==> src/rtl/sertx_pkg.sv <==
`timescale 1ns/1ps
package sertx_pkg;

  typedef enum logic [1:0] {
    ST_IDLE = 2'd0,
    ST_WAIT = 2'd1,
    ST_SEND = 2'd2
  } txState_e;

  // Strobes from control to datapath, at most one high per cycle
  typedef struct packed {
    logic loadFrame;
    logic shiftOut;
    logic clearCount;
  } txStrobe_t;

endpackage

==> src/rtl/sertx_ctrl.sv <==
`timescale 1ns/1ps
module sertx_ctrl
  import sertx_pkg::*;
#(
  parameter int FRAME_LEN = 10,
  parameter int CNT_W     = 4
) (
  input  logic             clk,
  input  logic             rstN,
  input  logic             baudTick,
  input  logic             startReq,
  input  logic [CNT_W-1:0] bitCnt,
  output txStrobe_t        strobes,
  output txState_e         state,
  output logic             busy,
  output logic             frameDone
);

  localparam logic [CNT_W-1:0] LAST_CNT = CNT_W'(FRAME_LEN);

  txState_e nextState;

  always_comb begin
    strobes   = '0;
    nextState = state;
    case (state)
      ST_IDLE: begin
        if (baudTick) begin
          strobes.loadFrame = 1'b1;
          nextState         = ST_WAIT;
        end
      end
      ST_WAIT: begin
        if (baudTick && startReq) nextState = ST_SEND;
      end
      ST_SEND: begin
        if (baudTick) begin
          if (bitCnt == LAST_CNT) begin
            strobes.clearCount = 1'b1;
            nextState          = ST_IDLE;
          end else begin
            strobes.shiftOut = 1'b1;
          end
        end
      end
      default: nextState = ST_IDLE;
    endcase
  end

  always_ff @(posedge clk or negedge rstN) begin
    if (!rstN) begin
      state     <= ST_IDLE;
      busy      <= 1'b0;
      frameDone <= 1'b0;
    end else begin
      state     <= nextState;
      busy      <= (nextState == ST_SEND);
      frameDone <= strobes.clearCount;
    end
  end

endmodule

==> src/rtl/sertx_datapath.sv <==
`timescale 1ns/1ps
module sertx_datapath
  import sertx_pkg::*;
#(
  parameter int WORD_W = 8,
  parameter int CNT_W  = 4
) (
  input  logic              clk,
  input  logic              rstN,
  input  logic              hostReady,
  input  logic [WORD_W-1:0] dataIn,
  input  txStrobe_t         strobes,
  output logic [CNT_W-1:0]  bitCnt,
  output logic              serOut
);

  localparam int FRAME_LEN = WORD_W + 2;

  logic [WORD_W-1:0]    dataReg;
  logic [FRAME_LEN-1:0] frameReg;

  always_ff @(posedge clk or negedge rstN) begin
    if (!rstN) dataReg <= '0;
    else if (hostReady) dataReg <= dataIn;
  end

  always_ff @(posedge clk or negedge rstN) begin
    if (!rstN) begin
      frameReg <= '1;
      bitCnt   <= '0;
      serOut   <= 1'b1;
    end else begin
      if (strobes.loadFrame) begin
        frameReg <= {1'b1, dataReg, 1'b0};
      end
      if (strobes.shiftOut) begin
        serOut   <= frameReg[0];
        frameReg <= {1'b1, frameReg[FRAME_LEN-1:1]};
        bitCnt   <= bitCnt + 1'b1;
      end
      if (strobes.clearCount) begin
        bitCnt <= '0;
        serOut <= 1'b1;
      end
    end
  end

endmodule

==> src/rtl/sertx_top.sv <==
`timescale 1ns/1ps
module sertx_top
  import sertx_pkg::*;
#(
  parameter int WORD_W = 8
) (
  input  logic              clk,
  input  logic              rstN,
  input  logic              baudTick,
  input  logic              hostReady,
  input  logic [WORD_W-1:0] dataIn,
  input  logic              startReq,
  output logic              serOut,
  output logic              busy,
  output logic              frameDone
);

  localparam int FRAME_LEN = WORD_W + 2;
  localparam int CNT_W     = $clog2(FRAME_LEN + 1);

  txStrobe_t        strobes;
  txState_e         state;
  logic [CNT_W-1:0] bitCnt;

  sertx_ctrl #(.FRAME_LEN(FRAME_LEN), .CNT_W(CNT_W)) u_ctrl (
    .clk(clk), .rstN(rstN), .baudTick(baudTick), .startReq(startReq),
    .bitCnt(bitCnt), .strobes(strobes), .state(state),
    .busy(busy), .frameDone(frameDone)
  );

  sertx_datapath #(.WORD_W(WORD_W), .CNT_W(CNT_W)) u_dp (
    .clk(clk), .rstN(rstN), .hostReady(hostReady), .dataIn(dataIn),
    .strobes(strobes), .bitCnt(bitCnt), .serOut(serOut)
  );

endmodule

==> config.mk <==
export PLATFORM = sky130hd
export DESIGN_NAME = sertx_top
export DESIGN_NICKNAME = d
export VERILOG_FILES = /design/src/rtl/sertx_pkg.sv /design/src/rtl/sertx_ctrl.sv /design/src/rtl/sertx_datapath.sv /design/src/rtl/sertx_top.sv
export SDC_FILE = /design/constraint.sdc
export NUM_CORES = 1
export LEC_CHECK = 0
export ABC_AREA = 1
export BUFFER_PORTS_ARGS = -buffer_cell sky130_fd_sc_hd__buf_2
export CORE_MARGIN = 3
export CORE_UTILIZATION = 50
export DETAILED_ROUTE_END_ITERATION = 7
export PLACE_DENSITY = 0.71
export SYNTH_ARGS = -nofsm -noshare
export SYNTH_HDL_FRONTEND = slang
export SYNTH_SLANG_ARGS = --single-unit
export TNS_END_PERCENT = 30
==> constraint.sdc <==
create_clock -name clk -period 4 [get_ports clk]
set_input_delay 0.2 -clock clk [delete_from_list [all_inputs] [get_ports clk]]
set_output_delay 0.2 -clock clk [all_outputs]
set_load 0.02 [all_outputs]
### After elaboration in Yosys (flattened, before gate mapping)

Index checks and enable logic that the tools add are counted.

| word-level totals | value |
|---|---|
| logic and storage cells | 33 |
| register bits | 27 |
| input port bits | 13 |
| output and inout bits | 3 |

| cells by class | value |
|---|---|
| add/subtract/negate cells | 1 |
| eq/ne operators | 4 |
| reductions and logical operators | 4 |
| mux-type cells | 17 |

Operators with widths:

| cell | number |
|---|---|
| $mux 10 | 2 |
| $mux 2 | 6 |
| $mux 4 | 2 |
| $mux 1 | 6 |
| $pmux 2 s3 | 1 |
| $add 4x1->4 const B | 1 |
| $eq 2x2->1 const B | 2 |
| $eq 4x4->1 const B | 1 |
| $reduce_bool 2->1 | 2 |
| $eq 2x1->1 const B | 1 |
| $logic_not 2->1 | 1 |
| $logic_and 1x1->1 | 1 |

### Logic depth before layout (Yosys ltp)

Gate-level depths: netlist (run 1).

| logic depth | value |
|---|---|
| word-level depth | 6 |
| gate-level depth with buffers | 7 |
| depth with buffers taken out | 7 |

### Modules after synthesis

Synthesis (run 1) repeated with hierarchy kept, for this count alone.

| second synthesis, totals | value |
|---|---|
| cells, all modules | 131 |
| area total of the unflattened synthesis | 1197.4 µm² |

By module, submodules not included:

| module | cells each | instances | area each (µm²) | seq. area each (µm²) |
|---|---|---|---|---|
| sertx_datapath | 105 | 1 | 996.0 | 563.0 |
| sertx_ctrl | 26 | 1 | 201.4 | 100.1 |

### Worst setup path after synthesis (run 1)

No wires, ideal clock.

| timing path | value |
|---|---|
| path kind | register to register |
| start | register u_dp.bitCnt[0] |
| end | register u_dp.frameReg[2] |
| arrival | 1212 ps |
| period minus slack after synthesis | 1272 ps |
| slack | 2728 ps |
| cell stages (with the launch flop) | 8 |
| buffers on the path | 1 |
| library setup time | 60 ps |
| required time | 3940 ps |
| cell sequence | dfrtp_1 > inv_1 > ha_1 > nand3_4 > nand2_4 > buf_6 > nand3_1 > nand2_1 |

| between the ends | value |
|---|---|
| cells in the longest elaborated chain, start to end | 5 |
| elaborated cells between the ends (all ways) | 6 |
| classes of those cells | 1 x eq/ne; 4 x mux; 1 x reduce/logical |

Ends and longest elaborated chain:

| element | RTL line | source |
|---|---|---|
| start, declared | sertx_datapath.sv:13 | `output logic [CNT_W-1:0] bitCnt,` |
| start signal, assigned | sertx_datapath.sv:39 | `bitCnt <= bitCnt + 1'b1;` |
| $eq 4x4->1 (*) | sertx_ctrl.sv:38 | `if (bitCnt == LAST_CNT) begin` |
| $mux 1 (*) | sertx_ctrl.sv:38 |  |
| $mux 2 (*) | sertx_ctrl.sv:37 | `if (baudTick) begin` |
| $mux 2 (*) | sertx_ctrl.sv:26 | `case (state)` |
| $mux 10 or $reduce_bool 2->1 (tied branches) | n/a |  |
| end signal, assigned | sertx_datapath.sv:34 | `frameReg <= {1'b1, dataReg, 1'b0};` |
| end signal, assigned | sertx_datapath.sv:38 | `frameReg <= {1'b1, frameReg[FRAME_LEN-1:1]};` |
| end, declared | sertx_datapath.sv:20 | `logic [FRAME_LEN-1:0] frameReg;` |

Mark *: on every way between the ends. The rest lies on a longest branch, timed or not.
A chain may end at the register's enable or synchronous reset.

### Worst setup path in the final report (run 1)

| timing path | value |
|---|---|
| start | register u_dp.bitCnt[0] |
| end | register u_dp.frameReg[1] |

The elaborated chain is that of the path after synthesis.

==> metrics.md, run 1 <==
| Metric | Value |
|---|---|
| Area Growth Syn to Fin | `9.66%` |
| DR WL met2 | `973 um` |
| Number of synthesized flops with an enable pin | `0` |
| Root Driver | `clkbuf_4` |
| Tightest Hold Check Type | `in -> reg` |
| Core ar. | `0.00228 mm^2` |
| First-pass GRT wire length | `3750 um` |
| Die Span Y | `55.6 um` |
| Async set-reset flop share out of synthesis | `100%` |
| Fin crit period | `1410 ps` |
| Adder-Cell Fraction of Synth Area | `2.03%` |
| Yosys warning count | `0` |
| Die X | `55.6 um` |
| N_diodes | `0` |
| Drt first pass iters | `4` |
| Worst-skew pair later-pin latency | `310 ps` |
| Largest family of logic cells by synthesized area | `simple AND/OR/NAND/NOR gates` |
| Critical Path Source Type | `register` |
| Most frequent cells in the layout | `nand2_1 (34), nand3_1 (18), dfrtp_1 (16), buf_2 (15), inv_1 (11)` |
| CTS Buffer Depth | `2` |
| Cell area after synthesis | `0.00123 mm^2` |
| Final Wtd Congestion | `0.660` |
| RSZ-0062 raised after global routing | `false` |
| Nets | `159` |
| Syn Inst Count | `126` |
| CTS tree | `done` |
| Number of distinct library cells after synthesis | `25` |
| Met1 WL | `983 um` |
| Layout Cells excl Fill | `170` |
| Leak | `0.677 nW` |
| Setup slack after layout | `2590 ps` |
| Power Density | `610 mW/mm^2` |
| Setup crit end kind | `register` |
| Setup TNS | `0 ps` |
| H-tree depth | `1` |
| Final hold vios | `0` |
| Grt total ovfl | `0` |
| Top routing layer in use | `met4` |
| Predominant post-synthesis flop cell | `dfrtp_1` |
| Mux cell area share after synthesis | `6.41%` |
| Relative slew slack | `61.9%` |
| Worst clock skew | `2.27 ps` |
| Row cnt | `17` |
| Worst slack at placement | `2620 ps` |
| Max Freq | `710 MHz` |
| Synthesized Nets | `141` |
| CP max-delay cell | `dfrtp_1` |
| Tot GR Track Use | `14.8%` |
| Max IR drop VDD | `0.000305 V` |
| Drt drc | `0` |
| 1st-iter DRT viols | `14` |
| Largest net degree at the start of global routing | `27` |
| Num CTS Buffers | `3` |
| Compound-Gate Fraction of Synth Area | `6.00%` |
| WL/cell | `12.0 um` |
| Max stage delay on crit path | `440 ps` |
| Max Cap Viol | `0` |
| CTS sink cnt | `26` |
| Most common cell after layout, fill and taps aside | `nand2_1` |
| Post-Synth XOR/XNOR Area | `0.712%` |
| Crit-path cells | `inv_1 -> ha_1 -> nand3_4 -> nand2_4 -> nand3_1 -> nand2_1` |
| Total Die Area | `0.00309 mm^2` |
| WP data required | `4270 ps` |
| DR vias/cell | `5.08` |
| Placed insts | `166` |
| Initial Util | `54.0%` |
| Setup CP Type | `reg -> reg` |
| Layout cell share with drive strength beyond 1 | `31.7%` |
| Final setup viols | `0` |
| Final clock period utilization by the worst path | `35.2%` |
| Buffers on Ports | `15` |
| Final WL | `2050 um` |
| Register area share after synthesis | `53.9%` |
| Slew @ Worst Pin | `572 ps` |
| # IOs | `16` |
| Reg clk slew, reported paths | `130 ps` |
| Syn avg cell area | `9.76 um^2` |
| HPWL after DPL | `1470 um` |
| Critical Path AT | `1680 ps` |
| Slew Viols, Final | `0` |
| Simple-gate portion of the synthesized area | `24.7%` |
| Worst reg2reg path depth | `6` |
| Synth Register Bits | `26` |
| Layout Utilization | `59.3%` |
| Final antenna-violating net count | `0` |
| Status | `completed` |
| Worst hold path depth | `3` |
| Initial antenna violation count | `0` |
| Number of global-route vias before repair | `914` |
| Routed via count | `864` |
| Max FO, Critical Path | `12` |
| Metal3 WL | `74 um` |
==> power by group <==
part           switching [W]  internal (W)
clock              0.0000742     0.0000353
combinational       0.000158      0.000109
sequential         0.0000647      0.000382
total               0.000297      0.000526
==> cells by family after synthesis <==
logic type                 after synthesis
and+or+nand+nor                         63
DFF                                     26
buffers and inverters                   17
AOI/OAI and AO/OA                       10
muxes                                    7
adders and majority gates                2
xor gates and xnor gates                 1
==> layer usage <==
layer / global-route usage, % / vias up
met1: 18.5 / 404
li1: - / 444
met4: 6.25 / 0
met5: 0 / -
met3: 2.09 / 2
met2: 25.5 / 14
==> stage by stage <==
step	cell area (um^2)	total power, W	hold slack [ps]
floorplan	1230	0.000660	-95.6
global placement	1320	0.000705	223
detailed placement	1320	0.000720	225
CTS	1350	0.000833	84.5
global route	1350	0.000889	88.9
finish	1350	0.000823	90.8
==> critical path: cells and delay by family (launching register included) <==
family                     cells  cell delay (ps)
DFF                            1              440
buffers and inverters          1              150
adders and majority gates      1              230
and+or+nand+nor                4              530
==> worst paths after layout <==
path                       slack, ps      startpoint               end
min reg2reg                      470     u_dp.serOut       u_dp.serOut
min in group asynchronous        390            rstN    u_dp.bitCnt[3]
max reg2reg                     2590  u_dp.bitCnt[0]  u_dp.frameReg[1]
max                             2590  u_dp.bitCnt[0]  u_dp.frameReg[1]
max in group asynchronous       3230            rstN  u_dp.frameReg[8]
min                               90       dataIn[7]   u_dp.dataReg[7]
==> flip-flops by register name (all words and copies together), names as in the netlist <==
signal	cells
u_dp.serOut	1
u_dp.dataReg	8
u_dp.bitCnt	4
u_ctrl.frameDone	1
u_ctrl.state	2
u_dp.frameReg	9
u_ctrl.busy	1
==> synth_stat cells, types with 2 or more instances <==
master / instances / area share [%]
dfrtp_1: 16 / 33
dfstp_2: 10 / 21
o21ai_0: 4 / 1.6
o22ai_1: 2 / 1.0
nand2_1: 34 / 10
inv_1: 11 / 3.4
mux2_2: 7 / 6.4
inv_2: 3 / 0.92
ha_1: 2 / 2.0
nor2_1: 5 / 1.5
nand3_1: 18 / 7.3
==> timing repair <==
item	CTS	global route
endpoints found under the hold margin	16	0
hold buffers	1	0
gates resized for setup	0	0
setup buffers	0	0
==> layout make-up <==
cell class,instances,area (um^2)
flip-flops and latches,26,663
well taps,28,35.0
multi-input cells,83,490
clock buffers,3,22.5
repair buffers,16,85.1
fillers,212,927
inverters,14,52.6
Power figures use the tool's default switching activity.
==> run 2: changes to the inputs <==
--- a/config.mk
+++ b/config.mk
@@ -10,7 +10,7 @@
 export CORE_MARGIN = 3
 export CORE_UTILIZATION = 50
 export DETAILED_ROUTE_END_ITERATION = 7
-export PLACE_DENSITY = 0.71
+export PLACE_DENSITY = 0.73
 export SYNTH_ARGS = -nofsm -noshare
 export SYNTH_HDL_FRONTEND = slang
 export SYNTH_SLANG_ARGS = --single-unit
==> constraint.sdc (replaced) <==
create_clock -name clk -period 1.2 [get_ports clk]
set_input_delay 0.06 -clock clk [delete_from_list [all_inputs] [get_ports clk]]
set_output_delay 0.06 -clock clk [all_outputs]
set_load 0.02 [all_outputs]
==> metrics.md, run 2 (synthesized netlist as in run 1, its figures left out) <==
| Metric | Value |
|---|---|
| FF-to-FF Start | `u_dp.bitCnt[0]` |
| Final clock period utilization by the worst path | `98.5%` |
| Initial antenna violation count | `0` |
| Area Growth Syn to Fin | `22.1%` |
| Critical Path Source Type | `register` |
| CTS tree | `done` |
| Total Die Area | `0.00309 mm^2` |
| Fin crit period | `1180 ps` |
| Placed insts | `168` |
| Slew Viols, Final | `0` |
| Final hold vios | `0` |
| Max FO, Critical Path | `5` |
| Critical Path AT | `1460 ps` |
| Num CTS Buffers | `3` |
| Row cnt | `17` |
| Worst clock skew | `1.83 ps` |
| Buf/Inv on CP | `1` |
| Final WL | `2230 um` |
| Initial Util | `54.0%` |
| Max Freq | `846 MHz` |
| RSZ-0062 raised after global routing | `true` |
| Final setup viols | `0` |
| Most common cell after layout, fill and taps aside | `nand2_1` |
| Largest reg by FF count | `u_dp.frameReg` |
| Buffers on Ports | `15` |
| N_diodes | `0` |
| DR vias/cell | `4.96` |
| Worst hold path depth | `3` |
| First-pass GRT wire length | `3620 um` |
| Nets | `171` |
| Reg2reg setup slack | `20 ps` |
| Post-route cell area | `0.00150 mm^2` |
| Layout cell share with drive strength beyond 1 | `35.7%` |
| H-tree depth | `1` |
| CTS Buffer Depth | `2` |
| Final antenna-violating net count | `0` |
| Max FFs per register | `9` |
| Layout Cells excl Fill | `182` |
| Hold Path Sink | `u_ctrl.busy` |
| Grt total ovfl | `0` |
| Placed Area | `0.00134 mm^2` |
| Drt first pass iters | `4` |
| Relative slew slack | `62.8%` |
| Drt drc | `0` |
| Biggest regs | `u_dp.frameReg x9, u_dp.dataReg x8, u_dp.bitCnt x4` |
| Root Driver | `clkbuf_4` |
| Reg clk slew, reported paths | `130 ps` |
| Setup crit end kind | `register` |
| Power Density | `1980 mW/mm^2` |
| Max stage delay on crit path | `420 ps` |
| Setup slack after layout | `18.4 ps` |
| Routed via count | `903` |
| Slew @ Worst Pin | `558 ps` |
| Leak | `0.728 nW` |
| Crit-path cells | `inv_2 -> ha_4 -> nand3_4 -> nor2_2 -> o21ai_0 -> nand2_1` |
| Most frequent cells in the layout | `nand2_1 (34), nand3_1 (17), dfrtp_1 (16), buf_2 (15)` |
| WL/cell | `12.2 um` |
| Tightest Hold Check Type | `in -> reg` |
| Worst reg2reg path depth | `6` |
| HPWL after DPL | `1450 um` |
| Hold_sp | `startReq` |
| WP data required | `1480 ps` |
| Tot GR Track Use | `14.8%` |
| Worst slack at placement | `-11.8 ps` |
| 1st-iter DRT viols | `13` |
| Worst-skew pair later-pin latency | `320 ps` |
| Largest net degree at the start of global routing | `27` |
| Status | `completed` |
| CTS sink cnt | `26` |
| Max IR drop VDD | `0.00111 V` |
| Max Cap Viol | `0` |
| Core ar. | `0.00228 mm^2` |
| Die X | `55.6 um` |
| FF-to-FF End | `u_dp.serOut` |
| Number of global-route vias before repair | `835` |
| CP max-delay cell | `dfrtp_1` |
| Final Wtd Congestion | `0.664` |
| Setup TNS | `0 ps` |
| Delay-heaviest family, CP | `flip-flops` |
| # IOs | `16` |
| Setup CP Type | `reg -> reg` |
| Die Span Y | `55.6 um` |
run 2: per-layer routing:
metal / GRT usage (%) / routed length (um) / vias up / share of wire [%]
li1: - / - / 466 / -
met1: 18.6 / 1020 / 414 / 46
met2: 23.6 / 1090 / 17 / 49
met3: 2.09 / 71 / 6 / 3.2
met4: 9.72 / 48 / 0 / 2.2
met5: 0 / 0 / - / 0
run 2: final cells by class:
cell class	instances	area, um^2
Fill cell	180	774
Multi-Input combinational cell	84	541
Timing Repair Buffer	27	188
Inverter	14	52.6
Tap cell	28	35.0
Sequential cell	26	663
Clock buffer	3	22.5
run 2: stage by stage:
step	utilization, %	power [W]	hold WS [ps]
2_1_floorplan	-	0.00223	-236
3_3_place_gp	59.0	0.00243	79.9
3_5_place_dp	59.0	0.00248	88.5
4_1_cts	64.7	0.00291	18.9
5_1_grt	66.0	0.00319	40.7
6_report	66.0	0.00297	31.1
run 2: where the power goes:
part	switching [W]	internal (W)
Combinational	0.000610	0.000495
Sequential	0.000225	0.00127
Clock	0.000253	0.000118
run 2: worst max-delay path by stage:
| stage | start | end | depth (start not counted) |
|---|---|---|---|
| final | u_dp.bitCnt[0] | u_dp.serOut | 6 |
| after floorplan | u_dp.bitCnt[0] | u_dp.frameReg[2] | 7 |
| after global placement | u_dp.bitCnt[0] | u_dp.bitCnt[1] | 5 |
| after detailed placement | u_dp.bitCnt[0] | u_dp.bitCnt[1] | 5 |
| after global routing | u_dp.bitCnt[0] | u_dp.serOut | 6 |
| after CTS | u_ctrl.state[0] | u_dp.bitCnt[3] | 5 |
run 2: worst register-to-register path, stage by stage, from the launching register on:
cell	delay, ps
dfrtp_1	420
inv_2	100
ha_4	170
nand3_4	130
nor2_2	160
o21ai_0	90
nand2_1	70
run 2: repair_timing:
| action | in CTS | in global routing |
|---|---|---|
| gates resized for setup | 1 | 5 |
| cloned | 0 | 1 |
| setup buffers | 1 | 0 |
| endpoints found under the hold margin | 24 | 0 |
| hold buffers | 9 | 0 |
| pin swaps | 0 | 2 |
| setup endpoints to repair | 11 | 15 |
==> run 3: changes to the inputs <==
--- a/config.mk
+++ b/config.mk
@@ -7,6 +7,7 @@
 export LEC_CHECK = 0
 export ABC_AREA = 1
 export BUFFER_PORTS_ARGS = -buffer_cell sky130_fd_sc_hd__buf_2
+export CORE_ASPECT_RATIO = 1.1
 export CORE_MARGIN = 3
 export CORE_UTILIZATION = 50
 export DETAILED_ROUTE_END_ITERATION = 7
==> metrics.md, run 3 (synthesized netlist as in run 1, its figures left out) <==
| Metric | Value |
|---|---|
| Status | `completed` |
| Final clock period utilization by the worst path | `99.1%` |
| Nets | `172` |
| Comb pwr share | `36.7%` |
| WHS | `51.3 ps` |
| Number of global-route vias before repair | `970` |
| WP data required | `1470 ps` |
| Max Freq | `841 MHz` |
| Fin crit period | `1190 ps` |
| Placed insts | `170` |
| Final setup viols | `0` |
| Launch point of the worst path | `u_dp.bitCnt[0]` |
| Met2 GRT Util | `33.8%` |
| Max Cap Viol | `0` |
| Buffers on Ports | `15` |
| Initial antenna violation count | `0` |
| Max IR drop VDD | `0.00117 V` |
| Final hold vios | `0` |
| Slew @ Worst Pin | `567 ps` |
| Num CTS Buffers | `3` |
| Layout Cells excl Fill | `186` |
| Tightest Hold Check Type | `in -> reg` |
| Initial Util | `53.5%` |
| 1st-iter DRT viols | `9` |
| Hold_sp | `startReq` |
| RSZ-0062 raised after global routing | `true` |
| HPWL after DPL | `1600 um` |
| Delay-heaviest family, CP | `simple AND/OR/NAND/NOR gates` |
| Final WL | `2410 um` |
| N_diodes | `0` |
| First-pass GRT wire length | `4160 um` |
| Row cnt | `18` |
| GR peak layer | `met2` |
| Power Density | `2010 mW/mm^2` |
| Max stage delay on crit path | `430 ps` |
| DR vias/cell | `5.03` |
| Setup crit end kind | `register` |
| Drt first pass iters | `4` |
| Setup CP Type | `reg -> reg` |
| Max FFs per register | `9` |
| Worst clock skew | `1.54 ps` |
| Pwr Total | `0.00306 W` |
| Area Growth Syn to Fin | `24.1%` |
| Sw Share | `36.2%` |
| Critical Path Source Type | `register` |
| Drt drc | `0` |
| H-tree depth | `1` |
| Grt total ovfl | `0` |
| # IOs | `16` |
| Max FO, Critical Path | `12` |
| Met1 GRT Util | `21.0%` |
| Internal Power | `0.00196 W` |
| Layout filler cell count | `214` |
| Root Driver | `clkbuf_4` |
| Core ar. | `0.00230 mm^2` |
| Die Span Y | `58.0 um` |
| Most frequent cells in the layout | `nand2_1 (34), nand3_1 (17), buf_2 (15), dfrtp_1 (15), dfstp_2 (10)` |
| Most common cell after layout, fill and taps aside | `nand2_1` |
| Routed via count | `935` |
| Sequential Power Share | `49.1%` |
| CP max-delay cell | `dfrtp_1` |
| Slew Viols, Final | `0` |
| Die X | `53.3 um` |
| Biggest regs | `u_dp.frameReg x9, u_dp.dataReg x8, u_dp.bitCnt x4` |
| Crit-path cells | `inv_2 -> ha_4 -> nand3_4 -> nand2_8 -> nand3_1 -> nand2_1` |
| Reg clk slew, reported paths | `130 ps` |
| Final antenna-violating net count | `0` |
| CTS tree | `done` |
| GRT met3 Usage | `3.08%` |
| WL/cell | `13.0 um` |
| Largest reg by FF count | `u_dp.frameReg` |
| Leak | `0.733 nW` |
| Post-route cell area | `0.00153 mm^2` |
| Largest net degree at the start of global routing | `27` |
| CTS sink cnt | `26` |
| Tot GR Track Use | `18.5%` |
| CTS Buffer Depth | `2` |
| Placed Area | `0.00135 mm^2` |
| Relative slew slack | `62.2%` |
| Worst-skew pair later-pin latency | `320 ps` |
| Layout cell share with drive strength beyond 1 | `37.8%` |
| Net Switching | `0.00111 W` |
| Buf/Inv on CP | `1` |
| Clock power share | `14.2%` |
| Total Die Area | `0.00309 mm^2` |
| FF-to-FF Start | `u_dp.bitCnt[0]` |
| Critical Path AT | `1460 ps` |
| Layout Utilization | `66.4%` |
| Final Wtd Congestion | `0.717` |
-- run 3: per-stage QoR --
stage | setup WS (ps) | setup TNS [ps]
4_1_cts | -7.79 | -7.79
6_report | 10.6 | 0
3_5_place_dp | -18.2 | -104
2_1_floorplan | 29.7 | 0
5_1_grt | -88.5 | -524
3_3_place_gp | 37.2 | 0
-- run 3: routing by layer --
metal | up-vias | wire, um
met5 | - | 0
met4 | 0 | 38
met3 | 4 | 68
met2 | 18 | 1320
met1 | 440 | 986
li1 | 473 | -
-- run 3: layout make-up --
| class | count | area [um^2] | area share, % |
|---|---|---|---|
| tap | 30 | 37.5 | 2.46 |
| timing repair buffer | 28 | 195 | 12.8 |
| clock buffer | 4 | 36.3 | 2.38 |
| inverter | 14 | 52.6 | 3.44 |
| sequential | 26 | 664 | 43.5 |
| multi-input combinational | 84 | 541 | 35.4 |
-- run 3: path summary, 6_finish.rpt --
kind,slack (ps),depth (start not counted),end
worst min register to register,480,2,u_dp.serOut
worst max-delay path,10,6,u_dp.frameReg[4]
worst min-delay path,50,3,u_ctrl.state[1]
min in group asynchronous,240,2,u_ctrl.frameDone
max in group asynchronous,550,2,u_dp.bitCnt[1]
worst max register to register,10,6,u_dp.frameReg[4]
-- run 3: timing repair --
item,CTS,global route
hold buffers,9,0
hold endpoints to repair,24,0
endpoints found under the setup margin,13,14
cloned,0,1
resized for setup,2,7
buffers inserted,1,1
pin swaps,0,3
-- run 3: power by group through the flow --
stage | logic, W | registers [W] | clock network [W]
2_1_floorplan | 0.000735 | 0.00150 | 0
3_3_place_gp | 0.000938 | 0.00149 | 0
3_5_place_dp | 0.000980 | 0.00152 | 0
4_1_cts | 0.00106 | 0.00149 | 0.000452
5_1_grt | 0.00128 | 0.00155 | 0.000503
6_report | 0.00112 | 0.00151 | 0.000435
-- run 3: worst reg2reg max path: stages (launching register included) --
cell	delay, ps
dfrtp_1	430
inv_2	90
ha_4	170
nand3_4	150
nand2_8	150
nand3_1	80
nand2_1	70
